$ cat config.mk
export PLATFORM = sky130hd
export DESIGN_NAME = spi_regport
export DESIGN_NICKNAME = d
export VERILOG_FILES = /design/src/rtl/spi_regport_pkg.sv /design/src/rtl/spi_sync.sv /design/src/rtl/spi_frame.sv /design/src/rtl/spi_tx.sv /design/src/rtl/spi_regport.sv
export SDC_FILE = /design/constraint.sdc
export NUM_CORES = 1
export LEC_CHECK = 0
export ABC_AREA = 1
export BUFFER_PORTS_ARGS = -buffer_cell sky130_fd_sc_hd__buf_2
export CORE_UTILIZATION = 45
export CTS_CLUSTER_SIZE = 30
export DETAILED_ROUTE_END_ITERATION = 10
export PLACE_DENSITY = 0.69
export SLEW_MARGIN = 20
export SYNTH_ARGS = -nofsm -noshare
export SYNTH_HDL_FRONTEND = slang
export SYNTH_SLANG_ARGS = --single-unit
$ cat constraint.sdc
create_clock -name clk -period 3.2 [get_ports clk]
set_clock_uncertainty 0.2 [all_clocks]
set_input_delay 0.16 -clock clk [delete_from_list [all_inputs] [get_ports clk]]
set_output_delay 0.16 -clock clk [all_outputs]
set_load 0.005 [all_outputs]
$ cat src/rtl/spi_regport_pkg.sv
package spi_regport_pkg;
  localparam int DATA_W = 8;
  localparam int ADDR_W = DATA_W - 2;
  localparam int CNT_W  = $clog2(DATA_W);

  typedef logic [DATA_W-1:0] byte_t;
  typedef logic [ADDR_W-1:0] addr_t;
  typedef logic [CNT_W-1:0]  bitcnt_t;
endpackage

$ cat src/rtl/spi_sync.sv
// Multi-bit level synchronizer: STAGES flops per bit (STAGES >= 2).
module spi_sync #(
  parameter int          N       = 3,
  parameter int          STAGES  = 2,
  parameter logic [N-1:0] RST_VAL = '0
) (
  input  logic         clk,
  input  logic         rst_n,
  input  logic [N-1:0] d_i,
  output logic [N-1:0] q_o
);
  localparam int PIPE_W = N * STAGES;

  logic [PIPE_W-1:0] pipe_q;

  always_ff @(posedge clk or negedge rst_n) begin
    if (!rst_n) pipe_q <= {STAGES{RST_VAL}};
    else        pipe_q <= {pipe_q[PIPE_W-N-1:0], d_i};
  end

  assign q_o = pipe_q[PIPE_W-1 -: N];
endmodule

$ cat src/rtl/spi_frame.sv
// Header decode, bit counting, input shifting and address stepping.
module spi_frame
  import spi_regport_pkg::*;
(
  input  logic  clk,
  input  logic  rst_n,
  input  logic  idle_i,
  input  logic  rise_i,
  input  logic  fall_i,
  input  logic  bit_i,
  output logic  wr_stb_o,
  output addr_t wr_addr_o,
  output byte_t wr_data_o,
  output logic  load_o,
  output addr_t addr_o,
  output logic  rw_o
);
  logic                in_hdr_q;
  bitcnt_t             cnt_q;
  logic [DATA_W-2:0]   shreg_q;
  logic                rw_q;
  logic                burst_q;
  addr_t               addr_q;
  byte_t               byte_now;
  logic                byte_done;

  assign byte_now  = {shreg_q, bit_i};
  assign byte_done = rise_i && (cnt_q == bitcnt_t'(DATA_W-1));

  always_ff @(posedge clk or negedge rst_n) begin
    if (!rst_n) begin
      in_hdr_q <= 1'b1;
      cnt_q    <= '0;
      shreg_q  <= '0;
      rw_q     <= 1'b0;
      burst_q  <= 1'b0;
      addr_q   <= '0;
    end else if (idle_i) begin
      in_hdr_q <= 1'b1;
      cnt_q    <= '0;
      rw_q     <= 1'b0;
    end else if (rise_i) begin
      shreg_q <= byte_now[DATA_W-2:0];
      cnt_q   <= byte_done ? '0 : cnt_q + 1'b1;
      if (byte_done) begin
        if (in_hdr_q) begin
          rw_q     <= byte_now[DATA_W-1];
          burst_q  <= byte_now[DATA_W-2];
          addr_q   <= byte_now[ADDR_W-1:0];
          in_hdr_q <= 1'b0;
        end else if (burst_q) begin
          addr_q <= addr_q + 1'b1;
        end
      end
    end
  end

  assign wr_stb_o  = byte_done && !in_hdr_q && !rw_q;
  assign wr_addr_o = addr_q;
  assign wr_data_o = byte_now;
  assign load_o    = fall_i && !in_hdr_q && rw_q && (cnt_q == '0);
  assign addr_o    = addr_q;
  assign rw_o      = rw_q;

  // no register traffic while deselected
  p_idle_quiet_r1: assert property (@(posedge clk) disable iff (!rst_n)
    idle_i |-> (!wr_stb_o && !load_o));

  // burst steps the address after a data byte
  p_addr_step_r4: assert property (@(posedge clk) disable iff (!rst_n)
    (byte_done && !in_hdr_q && burst_q && !idle_i) |=> (addr_q == $past(addr_q) + 1'b1));

  // fixed mode never moves the address during the data phase
  p_addr_hold_r4: assert property (@(posedge clk) disable iff (!rst_n)
    (rise_i && !in_hdr_q && !burst_q && !idle_i) |=> $stable(addr_q));
endmodule

$ cat src/rtl/spi_tx.sv
// Read data shifter and drive-enable state.
module spi_tx
  import spi_regport_pkg::*;
(
  input  logic  clk,
  input  logic  rst_n,
  input  logic  idle_i,
  input  logic  load_i,
  input  logic  fall_i,
  input  byte_t data_i,
  output logic  bit_o,
  output logic  active_o
);
  byte_t txreg_q;
  logic  active_q;

  always_ff @(posedge clk or negedge rst_n) begin
    if (!rst_n) begin
      txreg_q  <= '0;
      active_q <= 1'b0;
    end else if (idle_i) begin
      txreg_q  <= '0;
      active_q <= 1'b0;
    end else if (load_i) begin
      txreg_q  <= data_i;
      active_q <= 1'b1;
    end else if (fall_i && active_q) begin
      txreg_q <= {txreg_q[DATA_W-2:0], 1'b0};
    end
  end

  assign bit_o    = txreg_q[DATA_W-1];
  assign active_o = active_q;

  // driver released one cycle after deselect is seen
  p_release_r1: assert property (@(posedge clk) disable iff (!rst_n)
    idle_i |=> !active_o);
endmodule

$ cat src/rtl/spi_regport.sv
module spi_regport
  import spi_regport_pkg::*;
#(
  parameter int    SYNC_STAGES = 2,
  parameter addr_t ID_ADDR     = 6'h0F,
  parameter byte_t ID_VALUE    = 8'h3B,
  parameter addr_t HPF_ADDR    = 6'h23
) (
  input  logic  clk,
  input  logic  rst_n,
  input  logic  cs_n_i,
  input  logic  sck_i,
  input  logic  sdi_i,
  input  logic  three_wire_i,
  output logic  sdo_o,
  output logic  sdo_oe_o,
  output logic  sdio_o,
  output logic  sdio_oe_o,
  output logic  wr_stb_o,
  output addr_t wr_addr_o,
  output byte_t wr_data_o,
  output logic  rd_stb_o,
  output addr_t rd_addr_o,
  input  byte_t rd_data_i,
  output logic  hpf_clr_o
);
  logic  cs_s, sck_s, sdi_s, sck_d;
  logic  rise, fall;
  logic  load, rw, tx_bit, active;
  addr_t cur_addr;
  byte_t rd_val;

  spi_sync #(.N(3), .STAGES(SYNC_STAGES), .RST_VAL(3'b110)) u_sync (
    .clk  (clk),
    .rst_n(rst_n),
    .d_i  ({cs_n_i, sck_i, sdi_i}),
    .q_o  ({cs_s, sck_s, sdi_s})
  );

  always_ff @(posedge clk or negedge rst_n) begin
    if (!rst_n) sck_d <= 1'b1;
    else        sck_d <= sck_s;
  end

  assign rise = !cs_s && sck_s && !sck_d;
  assign fall = !cs_s && !sck_s && sck_d;

  spi_frame u_frame (
    .clk      (clk),
    .rst_n    (rst_n),
    .idle_i   (cs_s),
    .rise_i   (rise),
    .fall_i   (fall),
    .bit_i    (sdi_s),
    .wr_stb_o (wr_stb_o),
    .wr_addr_o(wr_addr_o),
    .wr_data_o(wr_data_o),
    .load_o   (load),
    .addr_o   (cur_addr),
    .rw_o     (rw)
  );

  assign rd_stb_o  = load;
  assign rd_addr_o = cur_addr;
  assign rd_val    = (cur_addr == ID_ADDR) ? ID_VALUE : rd_data_i;
  assign hpf_clr_o = load && (cur_addr == HPF_ADDR);

  spi_tx u_tx (
    .clk     (clk),
    .rst_n   (rst_n),
    .idle_i  (cs_s),
    .load_i  (load),
    .fall_i  (fall),
    .data_i  (rd_val),
    .bit_o   (tx_bit),
    .active_o(active)
  );

  assign sdo_o     = tx_bit;
  assign sdio_o    = tx_bit;
  assign sdo_oe_o  = active && !three_wire_i;
  assign sdio_oe_o = active && three_wire_i;

  // a strobe cycle is either a write or a read
  p_wr_rd_excl_r10: assert property (@(posedge clk) disable iff (!rst_n)
    !(wr_stb_o && rd_stb_o));

  // driving only in a read frame
  p_oe_read_only_r10: assert property (@(posedge clk) disable iff (!rst_n)
    (sdo_oe_o || sdio_oe_o) |-> rw);

  // filter clear lasts a single cycle
  p_hpf_single_r8: assert property (@(posedge clk) disable iff (!rst_n)
    hpf_clr_o |=> !hpf_clr_o);

  // deselected port issues no filter clear
  p_hpf_idle_r1: assert property (@(posedge clk) disable iff (!rst_n)
    cs_s |-> !hpf_clr_o);
endmodule

; ---- Yosys cells after proc, flatten, opt, wreduce, memory -nomap -nowiden
; Index checks and enable logic that the tools add are counted.
; W data, S select, Z words.
[classes]
add_sub_neg = 2
bitwise_logic = 1
mux = 18
reduce_logical = 32
eq_ne = 3
[op_table]
columns = cell, n
row1 = $mux W8, 4
row2 = $logic_and A1 B1 Y1, 14
row3 = $mux W6, 2
row4 = $reduce_bool A2 Y1, 5
row5 = $mux W1, 9
row6 = $mux W3, 3
row7 = $reduce_and A4 Y1, 2
row8 = $add A6 B1 Y6 const B, 1
row9 = $eq A6 B4 Y1 const B, 1
row10 = $eq A6 B6 Y1 const B, 1
row11 = $logic_not A1 Y1, 6
row12 = $reduce_and A2 Y1, 2
row13 = $add A3 B1 Y3 const B, 1
row14 = $eq A3 B3 Y1 const B, 1
row15 = $logic_not A3 Y1, 1
row16 = $reduce_and A3 Y1, 1
row17 = $reduce_bool A3 Y1, 1
row18 = $not A1 Y1, 1
[word_totals]
wordCells = 66
inputBits = 14
ff_bits = 35
output_inout_bits = 27

; ---- Longest topological paths before layout
; Gate-level depths: netlist of run 1.
[logic_depth]
depth_word = 8
ltp_mapped = 9
mapped_depth_nobuf = 9

; ---- Hierarchy
; Synthesis of run 1 repeated with hierarchy kept, for this count alone.
[unflattened]
hier_cells = 237
area_unflattened_um2 = 1885.6
[modules_own_cells]
columns = module, area_each_um2, n_inst, cells_per_inst, seq_area_each_um2
row1 = spi_frame, 1052.3, 1, 129, 476.7
row2 = spi_tx, 462.9, 1, 62, 225.2
row3 = spi_regport, 192.7, 1, 37, 26.3
row4 = spi_sync, 177.7, 1, 9, 155.1

; ---- Least setup slack after synthesis of run 1
; No wires, ideal clock.
[synth_path]
kind = reg2reg
from = register u_frame.addr_q[1], in the netlist u_frame.addr_o[1]
to = register u_tx.txreg_q[2]
path_slack_ns = 1.686
t_required_ns = 2.874
arrival_ns = 1.187
path_stages_with_launch = 7
path_cell_list = dfrtp_1 > ha_1 > nand3_1 > nor2_1 > inv_1 > nand3_1 > nand3_1
[synth_via]
elab_chain_cells = 4
[synth_lines]
columns = item, line_no
row1 = start: declaration, spi_frame.sv:23  ; addr_t addr_q;
row2 = start signal: assignment, spi_frame.sv:49  ; addr_q <= byte_now[ADDR_W-1:0];
row3 = start signal: assignment, spi_frame.sv:52  ; addr_q <= addr_q + 1'b1;
row4 = $eq A6 B4 Y1, spi_regport.sv:65  ; assign rd_val = (cur_addr == ID_ADDR) ? ID_VALUE : rd_data_i;
row5 = $mux W8, spi_regport.sv:65
row6 = $mux W8, spi_tx.sv:24  ; end else if (load_i) begin
row7 = $mux W8, spi_tx.sv:21  ; end else if (idle_i) begin
row8 = end signal: assignment, spi_tx.sv:25  ; txreg_q <= data_i;
row9 = end signal: assignment, spi_tx.sv:28  ; txreg_q <= {txreg_q[DATA_W-2:0], 1'b0};
row10 = end: declaration, spi_tx.sv:14  ; byte_t txreg_q;
; Every way passes these cells.
; A chain may end at the register's enable or synchronous reset.

; ---- Worst setup path in the final report of run 1
[layout_path]
from = register u_frame.in_hdr_q
to = output port hpf_clr_o
[layout_via]
elab_chain_cells = 5
[layout_lines]
columns = item, line_no
row1 = start: declaration, spi_frame.sv:18  ; logic in_hdr_q;
row2 = start signal: assignment, spi_frame.sv:32  ; in_hdr_q <= 1'b1;
row3 = start signal: assignment, spi_frame.sv:39  ; in_hdr_q <= 1'b1;
row4 = start signal: assignment, spi_frame.sv:50  ; in_hdr_q <= 1'b0;
row5 = $logic_not A1 Y1, spi_frame.sv:61  ; assign load_o = fall_i && !in_hdr_q && rw_q && (cnt_q == '0);
row6 = $logic_and A1 B1 Y1 (3 in series), spi_frame.sv:61
row7 = $logic_and A1 B1 Y1, spi_regport.sv:66  ; assign hpf_clr_o = load && (cur_addr == HPF_ADDR);
row8 = end: declaration, spi_regport.sv:25  ; output logic hpf_clr_o
; Every way passes these cells.

==> results of run 1 <==
-- sequential cells by signal, summed over array words and instances, names as in the netlist --
signal / flops
u_frame.addr_o: 6
sck_d: 1
u_frame.in_hdr_q: 1
u_frame.rw_o: 1
u_tx.active_o: 1
u_frame.cnt_q: 3
u_frame.burst_q: 1
u_sync.pipe_q: 6
u_frame.shreg_q: 7
u_tx.txreg_q: 8
-- kinds of logic after synthesis --
group	after synthesis	synth area share
adders and majority gates	4	0.0281
DFF	35	0.496
and+or+nand+nor	118	0.289
AOI/OAI and AO/OA	26	0.0773
buffers and inverters	44	0.110
-- final timing paths --
kind	start	to	slack [ns]	depth (start not counted)
min in group asynchronous	rst_n	u_tx.txreg_q[4]	0.28	2
worst max register to register	u_frame.addr_o[1]	u_tx.txreg_q[7]	1.45	6
worst max-delay path	u_frame.in_hdr_q	hpf_clr_o	1.28	6
worst min register to register	u_sync.pipe_q[0]	u_sync.pipe_q[3]	0.15	0
max in group asynchronous	rst_n	u_frame.cnt_q[0]	2.03	2
worst min-delay path	u_sync.pipe_q[0]	u_sync.pipe_q[3]	0.15	0
-- power groups by stage --
stage | logic, W | registers (W) | clock network (W)
after floorplan | 0.0000371 | 0.000497 | 0
after global placement | 0.0000825 | 0.000498 | 0
after global routing | 0.000109 | 0.000495 | 0.000335
after CTS | 0.0000956 | 0.000490 | 0.000313
final | 0.0000943 | 0.000490 | 0.000303
after detailed placement | 0.0000839 | 0.000498 | 0
-- layer usage --
layer | track usage | part of all wire | vias up
met5 | 0 | 0 | -
met4 | 0.103 | 0.020 | 0
met3 | 0.0687 | 0.064 | 7
met2 | 0.305 | 0.44 | 61
met1 | 0.278 | 0.47 | 700
li1 | - | - | 813
-- worst max-delay path: cells and delay by family (launching register included) --
kind,cells,cell delay (ns)
buffers and inverters,2,0.19
DFF,1,0.65
and+or+nand+nor,4,0.44
-- cell usage after synthesis --
cell and number:
a21oi_2 1, a31oi_1 1, buf_2 1, buf_4 8, dfrtp_1 29, dfstp_2 6, ha_1 4, inv_1 35
nand2_1 57, nand2_2 1, nand3_1 33, nand4_1 3, nor2_1 19, nor2_2 1, nor2_4 2, nor3_1 2
o21ai_0 23, o21bai_1 1
-- per-stage QoR --
stage | setup WS (ns) | power (W) | instances
final | 1.28 | 0.000887 | 326
after global routing | 1.14 | 0.000939 | 326
after CTS | 1.25 | 0.000899 | 326
after detailed placement | 1.49 | 0.000582 | 306
after global placement | 1.51 | 0.000580 | 306
after floorplan | 1.69 | 0.000534 | 227
-- cell type report --
class	count	area [sq um]	area share
Timing Repair Buffer	52	320	0.147
Multi-Input combinational cell	148	702	0.322
Clock buffer	8	80.1	0.0368
Sequential cell	35	883	0.406
Tap cell	48	60.1	0.0276
Inverter	35	131	0.0603
-- placed cells by master (no fill, tap or decap) --
cell / netlist / layout
nand2_2: 1 / 1
nor2_1: 19 / 19
nand3_1: 33 / 33
clkbuf_1: 0 / 3
a31oi_1: 1 / 1
inv_1: 35 / 35
nand4_1: 3 / 3
o21bai_1: 1 / 1
dfrtp_1: 29 / 29
nor2_2: 1 / 1
dfstp_2: 6 / 6
a21oi_2: 1 / 1
o21ai_0: 23 / 23
nor3_1: 2 / 2
nor2_4: 2 / 2
ha_1: 4 / 4
clkbuf_8: 0 / 5
dlygate4sd3_1: 0 / 12
buf_2: 1 / 40
nand2_1: 57 / 57
-- timing repair --
item / CTS / global route
resized for setup: 0 / 0
hold endpoints to repair: 40 / 0
hold buffers: 12 / 0
==> results.sh, run 1 <==
export IMPL_status="completed"
export IMPL_die_area_sq_mm=0.00422
export IMPL_drv_cap=0
export IMPL_p_switching_w=0.000218
export IMPL_postSynthAreaPerCell_sq_um=7.85
export IMPL_core_rowCount=22
export IMPL_hp_class="flip-flop to flip-flop"
export IMPL_tritoncts="done"
export IMPL_dieWidth_um=64.9
export IMPL_clkPwrFrac=0.341
export IMPL_rsz0062_at_grt="false"
export IMPL_grt_max_degree=36
export IMPL_required_ns=2.84
export IMPL_start_util=0.479
export IMPL_swShare=0.246
export IMPL_wire_per_inst_um=11.6
export IMPL_dp_hpwl_um=2520
export IMPL_syn_area_sq_mm=0.00178
export IMPL_cts_root_buffer="clkbuf_8"
export IMPL_drive_gt1_frac=0.201
export IMPL_finalMaxSlewViolations=0
export IMPL_critPathMaxFanout=12
export IMPL_p_per_area_mw_per_mm2=407
export IMPL_vias=1581
export IMPL_antenna_found_initial=0
export IMPL_drt_iter0_markers=193
export IMPL_path_clk_slew_ns=0.07
export IMPL_cts_sinks=35
export IMPL_gr_total_overflow=0
export IMPL_intPower_w=0.000668
export IMPL_synth_cell_types=18
export IMPL_p_seq_frac=0.552
export IMPL_critPathSlowestCell="dfstp_2"
export IMPL_track_usage=0.210
export IMPL_p_leak_nw=1.14
export IMPL_cts_htree_levels=2
export IMPL_drt_pre_antenna_iters=4
export IMPL_syn_num_nets=245
export IMPL_place_gp_congestion=0.817
export IMPL_synth_area_leader_cell="dfrtp_1"
export IMPL_path_cells="nor2_1 > nand2_1 > inv_1 > nand2_2 > nor2_1 > buf_2"
export IMPL_grt_pass1_vias=1414
export IMPL_synth_seq_area_share=0.496
export IMPL_drt_wl_total_um=3800
export IMPL_grt_pass1_wl_um=6490
export IMPL_synth_top_area_frac=0.407
export IMPL_tns_ns=0
export IMPL_design_area_sq_mm=0.00218
export IMPL_io_pins=41
export IMPL_comb_power_share=0.106
export IMPL_numCtsBuffers=5
export IMPL_ant_nets=0
export IMPL_utilization=0.586
export IMPL_syn_inst=227
export IMPL_timing_hold_ws_ns=0.153
export IMPL_drc=0
export IMPL_area_delta_synth_final_pct=22.2
export IMPL_synth_seq_cells=35
export IMPL_yosys_warnings=0
export IMPL_port_buffers=40
export IMPL_maxSlewHeadroom=0.496
export IMPL_fp_coreArea_sq_mm=0.00372
export IMPL_worst_slew_pin_transition_ns=0.756
export IMPL_crit_path_start_kind="flip-flop"
export IMPL_synthTopCellsByArea="dfrtp_1, nand2_1, nand3_1"
export IMPL_cpMostUsedCell="nor2_1"
export IMPL_clock_latency_ns=0.29
export IMPL_setup_viol=0
export IMPL_finalHoldViolCount=0
export IMPL_finalCriticalPeriod_ns=1.92
export IMPL_ir_worst_vdd_mv=0.368
export IMPL_cts_setup_buffers=0
export IMPL_fillers=371
export IMPL_worstSetupPathType="flip-flop to output port"
export IMPL_clockBufferDepth=2
export IMPL_placed_cell_area_sq_mm=0.00198
export IMPL_max_freq_mhz=521
export IMPL_min_period_over_period=0.600
export IMPL_endpoint_kind="output port"
export IMPL_max_stage_delay_ns=0.65
export IMPL_crit_arrival_ns=1.56
export IMPL_num_antenna_cells=0
export IMPL_die_y_um=64.9
export IMPL_via_per_inst=4.85
export IMPL_nNetsFinal=295
No activity file was read; power rests on OpenSTA's default activity.
==> run 2: changes to the inputs <==
--- a/config.mk
+++ b/config.mk
@@ -10,7 +10,7 @@
 export CORE_UTILIZATION = 45
 export CTS_CLUSTER_SIZE = 30
 export DETAILED_ROUTE_END_ITERATION = 10
-export PLACE_DENSITY = 0.69
+export PLACE_DENSITY = 0.71
 export SLEW_MARGIN = 20
 export SYNTH_ARGS = -nofsm -noshare
 export SYNTH_HDL_FRONTEND = slang
==> constraint.sdc (replaced) <==
create_clock -name clk -period 1.6 [get_ports clk]
set_clock_uncertainty 0.2 [all_clocks]
set_input_delay 0.08 -clock clk [delete_from_list [all_inputs] [get_ports clk]]
set_output_delay 0.08 -clock clk [all_outputs]
set_load 0.005 [all_outputs]
==> results.sh, run 2 (synthesized netlist as in run 1, its figures left out) <==
export IMPL_critPathMaxFanout=2
export IMPL_critPathSlowestCell="dfrtp_1"
export IMPL_grtUsageMet3=0.0528
export IMPL_antenna_found_initial=0
export IMPL_start_util=0.479
export IMPL_drc=0
export IMPL_pre_cts_ws_ns=-0.0220
export IMPL_met2_usage=0.339
export IMPL_clockBufferDepth=2
export IMPL_required_ns=1.32
export IMPL_via_per_inst=4.89
export IMPL_numCtsBuffers=5
export IMPL_rsz0062_at_grt="true"
export IMPL_max_stage_delay_ns=0.37
export IMPL_ant_nets=0
export IMPL_cts_root_buffer="clkbuf_8"
export IMPL_path_delay_family="flip-flops"
export IMPL_maxSlewHeadroom=0.697
export IMPL_track_usage=0.211
export IMPL_utilization=0.672
export IMPL_ir_worst_vdd_mv=0.720
export IMPL_die_y_um=64.9
export IMPL_finalMaxSlewViolations=0
export IMPL_place_gp_congestion=0.833
export IMPL_finalCriticalPeriod_ns=1.67
export IMPL_drt_pre_antenna_iters=4
export IMPL_area_delta_synth_final_pct=40.2
export IMPL_drv_cap=0
export IMPL_grt_busiest_layer="met2"
export IMPL_die_area_sq_mm=0.00422
export IMPL_path_clk_slew_ns=0.07
export IMPL_tritoncts="done"
export IMPL_grt_pass1_vias=1554
export IMPL_wire_per_inst_um=12.2
export IMPL_min_period_over_period=1.05
export IMPL_path_buf_inv=1
export IMPL_worstSetupPathType="flip-flop to output port"
export IMPL_setup_viol=4
export IMPL_clock_latency_ns=0.29
export IMPL_violations="setup timing"
export IMPL_num_antenna_cells=0
export IMPL_top_register="u_tx.txreg_q"
export IMPL_grt_pass1_wl_um=6710
export IMPL_reg_top3="u_tx.txreg_q x8, u_frame.shreg_q x7"
export IMPL_cts_htree_levels=2
export IMPL_p_leak_nw=1.29
export IMPL_layout_commonest_cell="nand2_1"
export IMPL_fin_ws_ns=-0.0747
export IMPL_fp_coreArea_sq_mm=0.00372
export IMPL_core_rowCount=22
export IMPL_finalHoldViolCount=0
export IMPL_drt_iter0_markers=156
export IMPL_endpoint_kind="output port"
export IMPL_gr_total_overflow=0
export IMPL_drive_gt1_frac=0.343
export IMPL_grt_max_degree=36
export IMPL_crit_arrival_ns=1.39
export IMPL_timing_hold_ws_ns=0.156
export IMPL_drt_wl_total_um=4300
export IMPL_crit_path_start_kind="flip-flop"
export IMPL_vias=1716
export IMPL_status="complete, but fails checks"
export IMPL_largest_reg_flops=8
export IMPL_max_freq_mhz=597
export IMPL_hp_class="primary input to async pin"
export IMPL_io_pins=41
export IMPL_worst_slew_pin_transition_ns=0.454
export IMPL_nNetsFinal=320
export IMPL_path_cells="ha_2 > ha_4 > nand4_1 > nor3_2 > buf_2"
export IMPL_use_met1=0.279
export IMPL_port_buffers=40
export IMPL_dieWidth_um=64.9
export IMPL_dp_hpwl_um=2650
export IMPL_p_per_area_mw_per_mm2=730
export IMPL_cts_sinks=35
export IMPL_final_cell_mix="nand2_1, buf_2, inv_1"
## run 2: report_power, final
| part | internal, W | total (W) | leakage, nW | switching (W) |
|---|---|---|---|---|
| Clock | 0.000305 | 0.000614 | 0.0422 | 0.000309 |
| Sequential | 0.000940 | 0.000980 | 0.458 | 0.0000401 |
| Combinational | 0.000110 | 0.000228 | 0.786 | 0.000118 |
| Total | 0.00136 | 0.00182 | 1.29 | 0.000467 |
## run 2: cell type report
type | instances | area, sq um
Fill cell | 336 | 1220
Sequential cell | 35 | 883
Multi-Input combinational cell | 148 | 815
Timing Repair Buffer | 77 | 527
Inverter | 35 | 131
Clock buffer | 7 | 76.3
Tap cell | 48 | 60.1
Clock inverter | 1 | 5.00
## run 2: worst paths after layout
check,start,endpoint,slack [ns],depth (start not counted)
worst max-delay path,u_frame.cnt_q[0],wr_stb_o,-0.07,5
worst min-delay path,rst_n,u_frame.shreg_q[1],0.16,3
worst max register to register,u_frame.cnt_q[0],u_frame.addr_o[4],-0.04,8
worst min register to register,u_sync.pipe_q[0],u_sync.pipe_q[3],0.16,0
max in group asynchronous,rst_n,u_sync.pipe_q[5],0.69,3
min in group clk,u_sync.pipe_q[0],u_sync.pipe_q[3],0.16,0
## run 2: metal layers
layer,vias up,share of wire,wire length [um]
li1,861,-,-
met1,808,0.47,2020
met2,39,0.48,2080
met3,8,0.036,153
met4,0,0.012,51
met5,-,0,0
## run 2: through the flow
step	instance area (sq um)	total power, W	std cells	setup TNS, ns
finish	2500	0.00182	351	-0.225
floorplan	1780	0.00107	227	0
global placement	2070	0.00117	319	0
detailed placement	2070	0.00117	319	-0.0220
global route	2500	0.00191	351	-1.02
CTS	2310	0.00181	342	-0.253
## run 2: timing repair
item | CTS | global route
pin swaps | 5 | 6
hold buffers | 12 | 0
buffers inserted | 3 | 9
hold endpoints to repair | 46 | 0
setup endpoints to repair | 4 | 18
resized for setup | 4 | 30
## run 2: worst min-delay path: cells and delay by family
family	cells	cell delay, ns
buffers and inverters	3	0.99
==> run 3: changes to the inputs <==
--- a/config.mk
+++ b/config.mk
@@ -7,6 +7,7 @@
 export LEC_CHECK = 0
 export ABC_AREA = 1
 export BUFFER_PORTS_ARGS = -buffer_cell sky130_fd_sc_hd__buf_2
+export CORE_ASPECT_RATIO = 0.75
 export CORE_UTILIZATION = 45
 export CTS_CLUSTER_SIZE = 30
 export DETAILED_ROUTE_END_ITERATION = 10
==> results.sh, run 3 (synthesized netlist as in run 1, its figures left out) <==
export IMPL_status="complete, but fails checks"
export IMPL_violations="setup timing"
export IMPL_drc=0
export IMPL_finalMaxSlewViolations=0
export IMPL_worstSetupPathType="flip-flop to output port"
export IMPL_cts_root_buffer="clkbuf_8"
export IMPL_final_cells=354
export IMPL_maxSlewHeadroom=0.705
export IMPL_p_per_area_mw_per_mm2=733
export IMPL_numCtsBuffers=5
export IMPL_fin_ws_ns=-0.155
export IMPL_grt_pass1_vias=1523
export IMPL_drt_iter0_markers=140
export IMPL_track_usage=0.227
export IMPL_tritoncts="done"
export IMPL_min_period_over_period=1.10
export IMPL_dp_hpwl_um=2840
export IMPL_drt_pre_antenna_iters=4
export IMPL_grt_max_degree=36
export IMPL_finalHoldViolCount=0
export IMPL_gr_total_overflow=0
export IMPL_vias=1764
export IMPL_hp_class="primary input to async pin"
export IMPL_dieWidth_um=74.7
export IMPL_cts_sinks=35
export IMPL_ir_worst_vdd_mv=0.640
export IMPL_drive_gt1_frac=0.338
export IMPL_dpl_cell_count=323
export IMPL_port_buffers=40
export IMPL_die_area_sq_mm=0.00422
export IMPL_clockBufferDepth=2
export IMPL_die_y_um=56.5
export IMPL_layout_commonest_cell="nand2_1"
export IMPL_io_pins=41
export IMPL_grtUsageMet3=0.0700
export IMPL_worst_slew_pin_transition_ns=0.443
export IMPL_wire_per_inst_um=12.7
export IMPL_ant_nets=0
export IMPL_grt_busiest_layer="met1"
export IMPL_reg_top3="u_tx.txreg_q x8, u_frame.shreg_q x7"
export IMPL_clock_latency_ns=0.29
export IMPL_fillers=311
export IMPL_drt_wl_total_um=4500
export IMPL_core_rowCount=19
export IMPL_endpoint_kind="output port"
export IMPL_crit_arrival_ns=1.47
export IMPL_setup_viol=11
export IMPL_nNetsFinal=319
export IMPL_p_leak_nw=1.28
export IMPL_final_cell_mix="nand2_1, buf_2, inv_1"
export IMPL_place_gp_congestion=0.833
export IMPL_grt_pass1_wl_um=7020
export IMPL_path_clk_slew_ns=0.07
export IMPL_use_met1=0.350
export IMPL_via_per_inst=4.98
export IMPL_top_register="u_tx.txreg_q"
export IMPL_fp_coreArea_sq_mm=0.00373
export IMPL_antenna_found_initial=0
export IMPL_required_ns=1.32
export IMPL_drv_cap=0
export IMPL_cts_htree_levels=2
export IMPL_timing_hold_ws_ns=0.146
export IMPL_finalCriticalPeriod_ns=1.75
export IMPL_rsz0062_at_grt="true"
export IMPL_crit_path_start_kind="flip-flop"
export IMPL_area_delta_synth_final_pct=39.7
export IMPL_reg2reg_slack_ns=-0.07
export IMPL_critPathMaxFanout=2
export IMPL_met2_usage=0.299
export IMPL_max_freq_mhz=570
export IMPL_start_util=0.477
export IMPL_largest_reg_flops=8
export IMPL_num_antenna_cells=0
export IMPL_pre_cts_ws_ns=-0.00710
## run 3: changes by cell type in the layout (fill, tap and decap cells not counted), sizes merged
| cell | previous run | this run |
|---|---|---|
| buf | 65 | 64 |
## run 3: through the flow
stage / util / total power, W / TNS, ns / instance area (sq um)
floorplan: - / 0.00107 / 0 / 1780
global placement: 0.557 / 0.00117 / 0 / 2080
global route: 0.667 / 0.00191 / -1.63 / 2490
detailed placement: 0.557 / 0.00118 / -0.00710 / 2080
finish: 0.667 / 0.00182 / -0.468 / 2490
CTS: 0.639 / 0.00183 / -0.248 / 2390
## run 3: final timing paths
check,from,end,depth (start not counted)
max in group asynchronous,rst_n,u_sync.pipe_q[1],3
worst max-delay path,u_frame.cnt_q[0],wr_stb_o,5
min in group clk,u_sync.pipe_q[0],u_sync.pipe_q[3],0
worst min register to register,u_sync.pipe_q[0],u_sync.pipe_q[3],0
worst max register to register,u_frame.cnt_q[0],u_frame.addr_o[4],8
worst min-delay path,rst_n,u_tx.txreg_q[2],3
## run 3: critical path: stages, from the launching register on
cell     delay, ns
dfrtp_1       0.35
ha_2          0.19
ha_4          0.13
nand4_1       0.14
nor3_2        0.21
buf_2         0.16
## run 3: metal layers
layer	vias to the layer above	wire length, um
li1	862	-
met1	827	2200
met2	66	1940
met3	9	280
met4	0	84
met5	-	0
## run 3: area by class of cell
type / count / area (sq um) / area share
multi-input combinational: 148 / 810 / 0.325
inverter: 35 / 134 / 0.0538
clock inverter: 1 / 5.00 / 0.00201
clock buffer: 7 / 76.3 / 0.0307
timing repair buffer: 76 / 515 / 0.207
sequential: 35 / 883 / 0.355
tap: 52 / 65.1 / 0.0261
## run 3: what timing repair did
item | CTS | global route
hold endpoints to repair | 46 | 0
pin swaps | 8 | 10
hold buffers | 12 | 0
setup endpoints to repair | 4 | 18
buffers inserted | 7 | 5
gates resized for setup | 14 | 20
## run 3: power by group
part,switching [W],total (W),internal [W]
Combinational,0.000118,0.000222,0.000103
Clock,0.000314,0.000620,0.000305
Sequential,0.0000431,0.000984,0.000940
Total,0.000476,0.00182,0.00135
